==> src/rtl/tsf_pkg.sv <==
package tsf_pkg;
  typedef enum logic [2:0] {
    FR_IDLE    = 3'd0,
    FR_RAMP_UP = 3'd1,
    FR_ACTIVE  = 3'd2,
    FR_RAMP_DN = 3'd3,
    FR_DONE    = 3'd4
  } frame_st_t;
endpackage

==> src/rtl/tsf_frame_ctl.sv <==
module tsf_frame_ctl
  import tsf_pkg::*;
#(
  parameter int RAMP_LEN = 4
) (
  input  logic clk,
  input  logic rst,
  input  logic wr_en,
  input  logic wr_ramp,
  input  logic sym_strobe,
  output logic wr_pass,
  output logic frame_live,
  output logic ramp_up_o,
  output logic ramp_dn_o
);
  localparam int CW = (RAMP_LEN > 1) ? $clog2(RAMP_LEN) : 1;
  localparam logic [CW-1:0] LAST = CW'(RAMP_LEN - 1);

  frame_st_t st_q, st_n;
  logic [CW-1:0] cnt_q, cnt_n;

  // writes pass the interlock inside a frame, or when they open one
  assign frame_live = (st_q == FR_RAMP_UP) || (st_q == FR_ACTIVE) || (st_q == FR_RAMP_DN);
  assign wr_pass    = wr_en && (frame_live || wr_ramp);
  assign ramp_up_o  = (st_q == FR_RAMP_UP);
  assign ramp_dn_o  = (st_q == FR_RAMP_DN);

  always_comb begin
    st_n  = st_q;
    cnt_n = cnt_q;
    unique case (st_q)
      FR_IDLE, FR_DONE: begin
        if (wr_en && wr_ramp) begin
          st_n  = FR_RAMP_UP;
          cnt_n = '0;
        end
      end
      FR_RAMP_UP: begin
        if (wr_en && !wr_ramp) begin
          st_n  = FR_RAMP_DN;
          cnt_n = '0;
        end else if (sym_strobe) begin
          if (cnt_q == LAST) begin
            st_n  = FR_ACTIVE;
            cnt_n = '0;
          end else begin
            cnt_n = cnt_q + 1'b1;
          end
        end
      end
      FR_ACTIVE: begin
        if (wr_en && !wr_ramp) begin
          st_n  = FR_RAMP_DN;
          cnt_n = '0;
        end
      end
      FR_RAMP_DN: begin
        if (sym_strobe) begin
          if (cnt_q == LAST) begin
            st_n  = FR_DONE;
            cnt_n = '0;
          end else begin
            cnt_n = cnt_q + 1'b1;
          end
        end
      end
      default: begin
        st_n  = FR_IDLE;
        cnt_n = '0;
      end
    endcase
  end

  always_ff @(posedge clk) begin
    if (rst) begin
      st_q  <= FR_IDLE;
      cnt_q <= '0;
    end else begin
      st_q  <= st_n;
      cnt_q <= cnt_n;
    end
  end
endmodule

==> src/rtl/tsf_fifo.sv <==
module tsf_fifo #(
  parameter int DEPTH = 16,
  parameter int W     = 2
) (
  input  logic         clk,
  input  logic         rst,
  input  logic         push_req,
  input  logic [W-1:0] din,
  input  logic         strobe,
  input  logic         frame_live,
  output logic [W-1:0] dout,
  output logic         nearly_empty,
  output logic         nearly_full,
  output logic         underrun,
  output logic         overflow
);
  localparam int AW   = (DEPTH > 1) ? $clog2(DEPTH) : 1;
  localparam int CNTW = $clog2(DEPTH + 1);
  localparam logic [AW-1:0]   PTR_LAST = AW'(DEPTH - 1);
  localparam logic [CNTW-1:0] C_FULL   = CNTW'(DEPTH);
  localparam logic [CNTW-1:0] C_NFULL  = CNTW'(DEPTH - 1);
  localparam logic [CNTW-1:0] C_ONE    = CNTW'(1);

  logic [W-1:0]    mem [DEPTH];
  logic [AW-1:0]   wr_ptr, rd_ptr;
  logic [CNTW-1:0] cnt_q, cnt_n;
  logic            full, empty, do_push, do_pop;

  assign full    = (cnt_q == C_FULL);
  assign empty   = (cnt_q == '0);
  assign do_push = push_req && !full;
  assign do_pop  = strobe && !empty;
  assign cnt_n   = cnt_q + CNTW'(do_push) - CNTW'(do_pop);

  // storage without reset so it maps onto block RAM
  always_ff @(posedge clk) begin
    if (do_push) mem[wr_ptr] <= din;
  end

  always_ff @(posedge clk) begin
    if (rst) begin
      dout <= '0;
    end else if (do_pop) begin
      dout <= mem[rd_ptr];
    end
  end

  always_ff @(posedge clk) begin
    if (rst) begin
      wr_ptr       <= '0;
      rd_ptr       <= '0;
      cnt_q        <= '0;
      nearly_empty <= 1'b0;
      nearly_full  <= 1'b0;
      underrun     <= 1'b0;
      overflow     <= 1'b0;
    end else begin
      if (do_push) wr_ptr <= (wr_ptr == PTR_LAST) ? '0 : wr_ptr + 1'b1;
      if (do_pop)  rd_ptr <= (rd_ptr == PTR_LAST) ? '0 : rd_ptr + 1'b1;
      cnt_q        <= cnt_n;
      nearly_empty <= (cnt_n == C_ONE);
      nearly_full  <= (cnt_n == C_NFULL);
      if (strobe && empty && frame_live) underrun <= 1'b1;
      if (push_req && full)              overflow <= 1'b1;
    end
  end
endmodule

==> src/rtl/tsf_tx_symbol_fifo.sv <==
module tsf_tx_symbol_fifo #(
  parameter int DEPTH    = 16,
  parameter int RAMP_LEN = 4,
  parameter int SYM_W    = 2
) (
  input  logic             clk,
  input  logic             rst,
  input  logic             wr_en,
  input  logic [SYM_W-1:0] wr_sym,
  input  logic             wr_ramp,
  input  logic             sym_strobe,
  output logic [SYM_W-1:0] sym_out,
  output logic             ramp_up_o,
  output logic             ramp_dn_o,
  output logic             nearly_empty_o,
  output logic             nearly_full_o,
  output logic             underrun_o,
  output logic             overflow_o
);
  logic wr_pass, frame_live;

  tsf_frame_ctl #(.RAMP_LEN(RAMP_LEN)) u_ctl (
    .clk        (clk),
    .rst        (rst),
    .wr_en      (wr_en),
    .wr_ramp    (wr_ramp),
    .sym_strobe (sym_strobe),
    .wr_pass    (wr_pass),
    .frame_live (frame_live),
    .ramp_up_o  (ramp_up_o),
    .ramp_dn_o  (ramp_dn_o)
  );

  tsf_fifo #(.DEPTH(DEPTH), .W(SYM_W)) u_fifo (
    .clk          (clk),
    .rst          (rst),
    .push_req     (wr_pass),
    .din          (wr_sym),
    .strobe       (sym_strobe),
    .frame_live   (frame_live),
    .dout         (sym_out),
    .nearly_empty (nearly_empty_o),
    .nearly_full  (nearly_full_o),
    .underrun     (underrun_o),
    .overflow     (overflow_o)
  );
endmodule

==> config.mk <==
export PLATFORM = sky130hd
export DESIGN_NAME = tsf_tx_symbol_fifo
export DESIGN_NICKNAME = d
export VERILOG_FILES = /design/src/rtl/tsf_pkg.sv /design/src/rtl/tsf_frame_ctl.sv /design/src/rtl/tsf_fifo.sv /design/src/rtl/tsf_tx_symbol_fifo.sv
export SDC_FILE = /design/constraint.sdc
export NUM_CORES = 1
export LEC_CHECK = 0
export ABC_AREA = 1
export BUFFER_PORTS_ARGS = -buffer_cell sky130_fd_sc_hd__buf_2
export CORE_AREA = 2 2 77 86
export CTS_CLUSTER_SIZE = 20
export DETAILED_ROUTE_END_ITERATION = 7
export DIE_AREA = 0 0 79 88
export PLACE_DENSITY = 0.61
export SYNTH_ARGS = -nofsm -noshare
export SYNTH_HDL_FRONTEND = slang
export SYNTH_SLANG_ARGS = --single-unit
export TNS_END_PERCENT = 20
==> constraint.sdc <==
create_clock -name clk -period 6.7 [get_ports clk]
set_input_delay 1.675 -clock clk [delete_from_list [all_inputs] [get_ports clk]]
set_output_delay 1.675 -clock clk [all_outputs]
set_load 0.01 [all_outputs]
After elaboration in Yosys (flattened, before gate mapping)
Memories as Yosys holds them, arrays and structs flattened. A register that Yosys moved wholly into a read port is not among the register bits.
Cells that the tools add are included.
{ "word_totals": {"ff_bits": 22, "ramBits": 32, "output_inout_bits": 8, "wordCells": 68, "memories": 1} }
{ "classes": {"n_addsub": 5, "eq_ne": 16, "muxes": 18, "reduce_logical": 19} }
{ "mem_list": {"columns": ["memory", "depth", "width", "read_ports", "rd_clocked_by_memory_dff", "write_ports", "line", "rtl"], "rows": [
  ["u_fifo.mem", 16, 2, 1, 1, 1, "tsf_fifo.sv:24", "logic [W-1:0] mem [DEPTH];"]
]} }
{ "op_table": {"columns": ["op", "n"], "rows": [
  ["3-bit two-way mux", 7],
  ["3-bit one-hot mux with 4 select lines", 1],
  ["2-bit two-way mux", 5],
  ["4-bit by 1-bit adder with 4-bit output, second input constant", 2],
  ["4-bit == test, second input constant", 2],
  ["1-bit logical AND", 8],
  ["4-bit two-way mux", 2],
  ["2-bit one-hot mux with 4 select lines", 1],
  ["3-bit by 2-bit == test with 1-bit output, second input constant", 2],
  ["6-bit AND reduction", 1],
  ["5-bit by 1-bit adder with 5-bit output", 1],
  ["5-bit by 1-bit == test with 1-bit output, second input constant", 1],
  ["5-bit by 4-bit == test with 1-bit output, second input constant", 1],
  ["5-bit == test, second input constant", 1],
  ["5-bit zero test", 1],
  ["5-bit by 1-bit subtractor with 5-bit output", 1],
  ["2-bit by 1-bit inequality test with 1-bit output, second input constant", 2],
  ["2-bit inequality test, second input constant", 2],
  ["3-bit by 1-bit == test with 1-bit output, second input constant", 1],
  ["3-bit == test, second input constant", 1],
  ["1-bit zero test", 3],
  ["3-bit zero test", 1],
  ["1-bit logical OR", 3],
  ["3-bit by 1-bit inequality test with 1-bit output, second input constant", 1],
  ["6 further kinds", 7]
]} }

Longest topological paths before layout
Gate-level depths: netlist of run 1.
{ "depth": {"word_depth": 9, "mapped_depth": 14, "ltp_nobuf": 14} }

Cells and area by module
A second synthesis of run 1 with hierarchy kept.
{ "hier_totals": {"hier_cells": 323, "hier_area_um2": 2757.6} }
{ "by_module_without_submodules": {"columns": ["module", "n_inst", "cells_each", "area_per_inst_um2", "seq_area_each_um2"], "rows": [
  ["tsf_fifo", 1, 266, 2402.3, 1341.3],
  ["tsf_frame_ctl", 1, 57, 355.3, 100.1]
]} }

Least setup slack after synthesis of run 1
No wires, ideal clock.
{ "synth_timing": {"path_type": "input -> register", "startpoint": "in sym_strobe", "endpoint": "reg u_fifo.nearly_empty", "arrival_time_ns": 3.335, "required_ns": 6.636, "path_slack_ns": 3.301, "cell_stages": 11, "n_path_buf": 0, "path_cell_list": "nand2_1 -> inv_2 -> ha_1 -> inv_1 -> ha_1 -> inv_1 -> fa_1 -> o21ai_0 -> xor2_1 -> nand2_1 -> nor2_1"} }
{ "synth_between": {"elab_chain_cells": 3} }
{ "synth_lines": {"columns": ["item", "line", "rtl"], "rows": [
  ["start: declaration", "tsf_tx_symbol_fifo.sv:11", "input logic sym_strobe,"],
  ["1-bit logical AND", "tsf_fifo.sv:32", "assign do_pop = strobe && !empty;"],
  ["via u_fifo.do_pop", "tsf_fifo.sv:27", "logic full, empty, do_push, do_pop;"],
  ["5-bit by 1-bit subtractor with 5-bit output", "tsf_fifo.sv:33", "assign cnt_n = cnt_q + CNTW'(do_push) - CNTW'(do_pop);"],
  ["5-bit by 1-bit == test with 1-bit output", "tsf_fifo.sv:61", "nearly_empty <= (cnt_n == C_ONE);"],
  ["end signal: assignment", "tsf_fifo.sv:61", null],
  ["end: declaration", "tsf_fifo.sv:12", "output logic nearly_empty,"]
]} }
The timed path passes the listed nets, and every way through them passes these cells.
A chain may end at the register's enable or synchronous reset.

Final worst setup path of run 1
{ "layout_timing": {"startpoint": "in sym_strobe", "endpoint": "reg u_fifo.nearly_full"} }
{ "layout_between": {"elab_chain_cells": 3} }
{ "layout_lines": {"columns": ["item", "line", "rtl"], "rows": [
  ["1-bit logical AND", "tsf_fifo.sv:32", null],
  ["via u_fifo.do_pop", "tsf_fifo.sv:27", null],
  ["5-bit by 1-bit subtractor with 5-bit output", "tsf_fifo.sv:33", null],
  ["5-bit by 4-bit == test with 1-bit output", "tsf_fifo.sv:62", "nearly_full <= (cnt_n == C_NFULL);"],
  ["end signal: assignment", "tsf_fifo.sv:62", null],
  ["end: declaration", "tsf_fifo.sv:13", "output logic nearly_full,"]
]} }
The timed path passes the listed nets, and every way through them passes these cells.

==> impl_results.md, run 1 <==
- Pre-CTS setup slack: just under 3000 ps
- Worst-case reg-to-reg path depth: 14
- Num CTS Buffers: 5
- Critical R2R Capture: u_fifo.nearly_full
- Part of the cycle the worst path needs: 50.4%
- Hold path depth: 2
- Total GRT Usage: ~16%
- Worst Skew: ~9.1 ps
- Setup Fix Bufs, Post-CTS: 0
- Register area share after synthesis: 51.0%
- Post-synth EDFFs: 32
- Setup TNS: 0 ps
- Total gr overflow: 0
- Via count: ~2,000
- Post-route DRC: 0
- First-pass GRT wire length: about 8600 µm
- Leakage: approximately 0.0014 µW
- Max frequency: just under 0.3 GHz
- Post-synthesis cell area: roughly 0.0028 mm²
- Core ar.: 0.00608 mm²
- Slowest CP cell: fa_1
- Hold EP: u_fifo.overflow
- Family with the most delay on the worst path: adder cells
- TritonCTS clock tree: built
- Cells after Synth: 330
- Mean post-synth cell area: 8.57 µm²
- Status: finished clean
- Final hold vios: 0
- Initial antenna violation count: 0
- Unrepaired setup endpoints after global routing: false
- WP data required: approximately 7000 ps
- NumNets Final: between 300 and 400
- Largest net degree at the start of global routing: 21
- Clk Latency, worst-skew pair: 320 ps
- Die X: 79 µm
- Pwr/cell area: around 350 mW/mm²
- R2R setup slack: approximately 4000 ps
- Synth Flop Type: edfxtp_1
- Crit end category: flip-flop
- Critical-path cell list: buf_2 > nand2_1 > inv_2 > ha_1 > inv_1 > ha_1 > inv_1 > fa_1 > o21ai_0 > xor2_1 > nand2_1 > nor2_1
- Buffers on Ports: 14
- Initial DRT Pass Iterations: 4
- Flops & latches, synth: 56
- Tmin final: about 3400 ps
- CP Buf/Inv Count: 4
- Final worst slack: 3320 ps
- Critical Path Source Type: input pin
- Initial core utilization: between 40% and 50%
- Hold buffer count at CTS: 0
- Rel. slew slack: 46.7%
- Drt initial violations: 88
- Hold Startpoint: u_fifo.overflow
- Async SR Flop Fraction: 0%
- Placed inst area: roughly 0.0030 mm²
- Io pins: 15
- Count of final setup violators: 0
- WP data arrival: 3640 ps
- Worst min path class: flip-flop to flip-flop
- Total Wirelength: 5160 µm
- Clock transition at path regs: between 100 and 150 ps
- DIE AREA: between 0.006 and 0.007 mm²
- Worst Tran Pin Value: 798 ps
- Standard-cell rows: 30
- Crit-path max FO: 8
- Root buffer cell: clkbuf_8
- Layout area overhead: 8.31%
- GP Congestion: between 0.8 and 0.9
- Clk buf depth: 2
- Critical R2R Launch: u_fifo.cnt_q[3]
- Die H: between 80 and 90 µm
- TritonCTS Sinks: 56
- Fin area: between 0.003 and 0.004 mm²
- VDD IR max: approximately 0.00023 V
- Pins Over Slew Limit: 0
- Synth warn: 0
- Critical path type: input pin to flip-flop
- Vias in the first global route: about 1,900
- Antenna cells: 0
- Max_cap viols: 0
- CP peak stage delay: approximately 390 ps
- Post-DRT Antenna Nets: 0
- Drt via density: roughly 4.8
- Post-cts gate resize count: 0
- DP HPWL: about 3800 µm
- H-tree depth: 2
- Netlist cell types: 33
- Share of layout cells above drive strength 1: between 10% and 20%
- DR WL/cell: ~12 µm
- Mapped Nets: 350
## flip-flops by register name, indices dropped and copies added (netlist names)
signal / flops
u_fifo.mem: 32
u_fifo.cnt_q: 5
u_fifo.wr_ptr: 4
u_fifo.dout: 2
u_fifo.nearly_empty: 1
u_ctl.cnt_q: 2
u_fifo.overflow: 1
u_fifo.rd_ptr: 4
u_ctl.st_q: 3
u_fifo.underrun: 1
u_fifo.nearly_full: 1
## layout make-up
cell class	count	area, µm²
clock inverters	2	17.5
fillers	621	3020
repair buffers	14	70.1
multi-input cells	215	1130
well taps	80	100
inverters	53	209
clock buffers	6	93.8
flip-flops and latches	56	1440
## per-stage QoR
stage | instances | utilization (%) | hold WS [ps] | power [µW]
finish | 426 | 50.4 | 456 | 1080
global route | 426 | 50.4 | 498 | 1170
CTS | 426 | 50.4 | 461 | 1090
detailed placement | 418 | 48.6 | 445 | 881
global placement | 418 | 48.6 | 438 | 876
floorplan | 330 | - | 466 | 794
## layout by cell type, fill, tap and decap left out, types with 2 or more instances in the layout
cell type   n
nand2_1    77
inv_1      48
nor2_1     43
edfxtp_1   32
nand3_1    30
dfxtp_1    24
a21oi_1    14
buf_2      14
ha_1       12
o21ai_0    11
xor2_1      6
nand2_4     5
clkbuf_8    5
inv_2       2
nand3_2     2
nand4_1     2
nor3_1      2
clkinv_4    2
## Yosys cell counts (2+ instances only)
cell	n	area share, %
xor2_1	6	1.9
buf_4	2	0.53
nand3_1	30	5.3
ha_1	12	5.3
nand2_1	77	10
nand4_1	2	0.44
dfxtp_1	24	17
o21ai_0	11	1.9
buf_6	2	0.80
inv_1	48	6.4
a21oi_1	14	2.5
nor3_1	2	0.35
inv_2	2	0.27
edfxtp_1	32	34
nand2_4	5	2.0
nor2_1	43	5.7
nand3_2	2	0.71
## worst reg2reg max path: cells and delay by family (launching register included)
kind / cells / cell delay, ps
buffers and inverters: 4 / 300
XOR/XNOR: 1 / 240
AND/OR/NAND/NOR: 4 / 470
adder cells (fa/ha/maj): 4 / 1060
flip-flops: 1 / 330
AO/OA/AOI/OAI: 1 / 220
## layer usage
metal	vias to the layer above	wire length [µm]	track usage (%)
met5	-	0	0
met4	0	98	6.27
met3	8	139	3.71
met2	28	2400	26.0
met1	913	2520	21.4
li1	1082	-	-
## logic make-up (layout without fill, tap and decap cells)
kind of cell,count (synthesis),in the layout,synth area share [%]
flops,56,56,51.0
xor+xnor,6,6,1.86
fa+ha+maj,13,13,6.01
simple gates,167,167,26.4
compound gates,29,29,5.79
buf+inv,59,75,9.02
## power breakdown
group | switching, µW | total [µW] | internal, µW
Sequential | 52.1 | 463 | 411
Combinational | 259 | 406 | 147
Clock | 115 | 213 | 97.8
Total | 426 | 1080 | 656
## worst max-delay path by stage
stage / start / to / slack, ps / depth (start not counted)
final: sym_strobe / u_fifo.nearly_full / 3320 / 12
after global routing: sym_strobe / u_fifo.nearly_empty / 3100 / 12
after CTS: sym_strobe / u_fifo.nearly_full / 3320 / 12
after detailed placement: sym_strobe / u_fifo.nearly_full / 2980 / 12
after global placement: sym_strobe / u_fifo.nearly_full / 3030 / 12
after floorplan: sym_strobe / u_fifo.nearly_empty / 3300 / 11
Note: power is estimated with default switching activity, not from simulation.
==> inputs of run 2 (changes only) <==
==> constraint.sdc (replaced) <==
create_clock -name clk -period 3.2 [get_ports clk]
set_input_delay 0.8 -clock clk [delete_from_list [all_inputs] [get_ports clk]]
set_output_delay 0.8 -clock clk [all_outputs]
set_load 0.01 [all_outputs]
==> run 2 against run 1 <==
Worst setup slack worse by 2800 ps. Final area shrank 0.65%. First-iteration DRC count down 30%. Critical path type is now flip-flop to flip-flop. Critical endpoint unchanged.
==> impl_results.md, run 2 (synthesized netlist as in run 1, its figures left out) <==
- Antenna cells: 0 (unchanged)
- Pins Over Slew Limit: 0 (unchanged)
- Post-route DRC: 0 (unchanged)
- Root buffer cell: clkbuf_8 (unchanged)
- Pre-CTS setup slack: 340 ps (was 2980 ps)
- Rel. slew slack: 50.9% (was 46.7%)
- Die X: 79 µm (unchanged)
- Most common cell after layout, fill and taps aside: nand2_1 (unchanged)
- Die H: 88 µm (unchanged)
- Buffers on Ports: 14 (unchanged)
- NumNets Final: 365 (unchanged)
- Family with the most delay on the worst path: adder cells (unchanged)
- TritonCTS clock tree: built (unchanged)
- Biggest regs: u_fifo.mem: 32 flops, u_fifo.cnt_q: 5 flops (unchanged)
- VDD IR max: 0.000420 V (was 0.000228 V)
- Critical-path cell list: inv_1 > ha_1 > nand3_1 > nand2_1 > inv_2 > ha_1 > inv_1 > ha_1 > inv_1 > fa_1 > o21ai_0 > xor2_1 > nand2_1 > nor2_1 (was buf_2 > nand2_1 > inv_2 > ha_1 > inv_1 > ha_1 > inv_1 > fa_1 > o21ai_0 > xor2_1 > nand2_1 > nor2_1)
- Fin cells: 426 (unchanged)
- DR WL/cell: 11.7 µm (was 12.1 µm)
- Hold buffer count at CTS: 0 (unchanged)
- Leakage: 0.00137 µW (about the same)
- GP Congestion: 0.799 (was 0.848)
- Final hold vios: 0 (unchanged)
- CP Buf/Inv Count: 4 (unchanged)
- Num CTS Buffers: 5 (unchanged)
- Part of the cycle the worst path needs: 82.6%
- H-tree depth: 2 (unchanged)
- Status: finished clean (unchanged)
- Drt via density: 4.80 (was 4.77)
- WP data arrival: 2900 ps (was 3640 ps)
- First-pass GRT wire length: 8630 µm (was 8620 µm)
- Biggest register: u_fifo.mem (unchanged)
- Critical path type: flip-flop to flip-flop (was input pin to flip-flop)
- Multi-input gate area: 0.00113 mm² (unchanged)
- Worst Skew: 7.77 ps (was 9.12 ps)
- Inst Count DP: 418 (unchanged)
- Filler Cells Inserted: 621 (unchanged)
- Most frequent cells in the layout: nand2_1 (77), inv_1 (48), nor2_1 (43) (unchanged)
- Standard-cell rows: 30 (unchanged)
- DP HPWL: 3820 µm (about the same)
- Max_cap viols: 0 (unchanged)
- Clk buf depth: 2 (unchanged)
- Total power draw: 2210 µW (was 1080 µW)
- Total Wirelength: 5010 µm (was 5160 µm)
- Layout area overhead: 7.61% (was 8.31%)
- Setup Fix Bufs, Post-CTS: 0 (unchanged)
- Clock transition at path regs: 100 ps (was 110 ps)
- Share of layout cells above drive strength 1: 11.6% (unchanged)
- Total gr overflow: 0 (unchanged)
- Initial antenna violation count: 0 (unchanged)
- Pwr/cell area: 726 mW/mm² (was 353 mW/mm²)
- Drt initial violations: 62 (was 88)
- Via count: 2,043 (was 2,031)
- CP peak stage delay: 380 ps (was 390 ps)
- Core ar.: 0.00608 mm² (unchanged)
- Setup TNS: 0 ps (unchanged)
- Vias in the first global route: 1,937 (was 1,853)
- Final worst slack: 557 ps (was 3320 ps)
- Post-cts gate resize count: 0 (unchanged)
- Io pins: 15 (unchanged)
- Initial core utilization: 46.5% (unchanged)
- Seq. cell area: 0.00144 mm² (unchanged)
- Worst min path class: flip-flop to flip-flop (unchanged)
- Clk Latency, worst-skew pair: 310 ps (was 320 ps)
- Initial DRT Pass Iterations: 4 (unchanged)
- Total GRT Usage: 16.0% (was 16.2%)
- Slowest CP cell: fa_1 (unchanged)
- Unrepaired setup endpoints after global routing: false (unchanged)
- WP data required: 3460 ps (was 6960 ps)
- Worst Tran Pin Value: 736 ps (was 798 ps)
- Crit end category: flip-flop (unchanged)
- Tmin final: about 2600 ps
- Largest register FFs: 32 (unchanged)
- Critical Path Source Type: flip-flop (was input pin)
- Crit-path max FO: 8 (unchanged)
- Largest net degree at the start of global routing: 21 (unchanged)
- Max frequency: roughly 0.38 GHz
- DIE AREA: 0.00695 mm² (unchanged)
- Post-DRT Antenna Nets: 0 (unchanged)
- TritonCTS Sinks: 56 (unchanged)
- Count of final setup violators: 0 (unchanged)
run 2: changes by cell type in the layout (fill, tap and decap cells not counted), sizes merged:
| cell | previous run | this run |
|---|---|---|
| clkbuf | 6 | 5 |
| inv | 52 | 53 |
run 2: path summary, 6_finish.rpt:
check | to | cells after the start | slack, ps | start
max | u_fifo.nearly_full | 14 | 560 | u_fifo.cnt_q[3]
min | u_fifo.overflow | 2 | 450 | u_fifo.overflow
max reg2reg | u_fifo.nearly_full | 14 | 560 | u_fifo.cnt_q[3]
min reg2reg | u_fifo.overflow | 2 | 450 | u_fifo.overflow
run 2: worst reg2reg max path, delay by kind of cell (launching register included):
family          cells  cell delay (ps)
compound gates      1              210
buf+inv             4              300
fa+ha+maj           4             1050
xor+xnor            1              250
simple gates        4              460
flops               1              330
run 2: area by class of cell:
class	instances	area share [%]
Clock inverter	3	0.740
Timing Repair Buffer	14	2.30
Sequential cell	56	47.3
Tap cell	80	3.29
Multi-Input combinational cell	215	37.2
Inverter	53	6.86
Clock buffer	5	2.26
run 2: layer usage:
layer  part of all wire, %  vias up  routed length [µm]  track usage, %
met3                   2.5        7                 126            3.81
met5                     0        -                   0               0
met2                    49       19                2460            27.2
li1                      -     1079                   -               -
met1                    47      938                2350            20.2
met4                   1.4        0                  70            5.33
run 2: through the flow:
step,utilization (%),cell area [µm²],hold slack [ps]
after floorplan,-,2830,466
after global placement,48.6,2950,440
after detailed placement,48.6,2950,438
after CTS,50.1,3040,454
after global routing,50.1,3040,473
final,50.1,3040,452
run 2: power by group:
| group | internal, µW | leakage [µW] | switching (µW) | total (µW) |
|---|---|---|---|---|
| logic | 307 | 0.000831 | 541 | 848 |
| registers | 861 | 0.000486 | 107 | 968 |
| clock network | 157 | 0.0000485 | 236 | 394 |
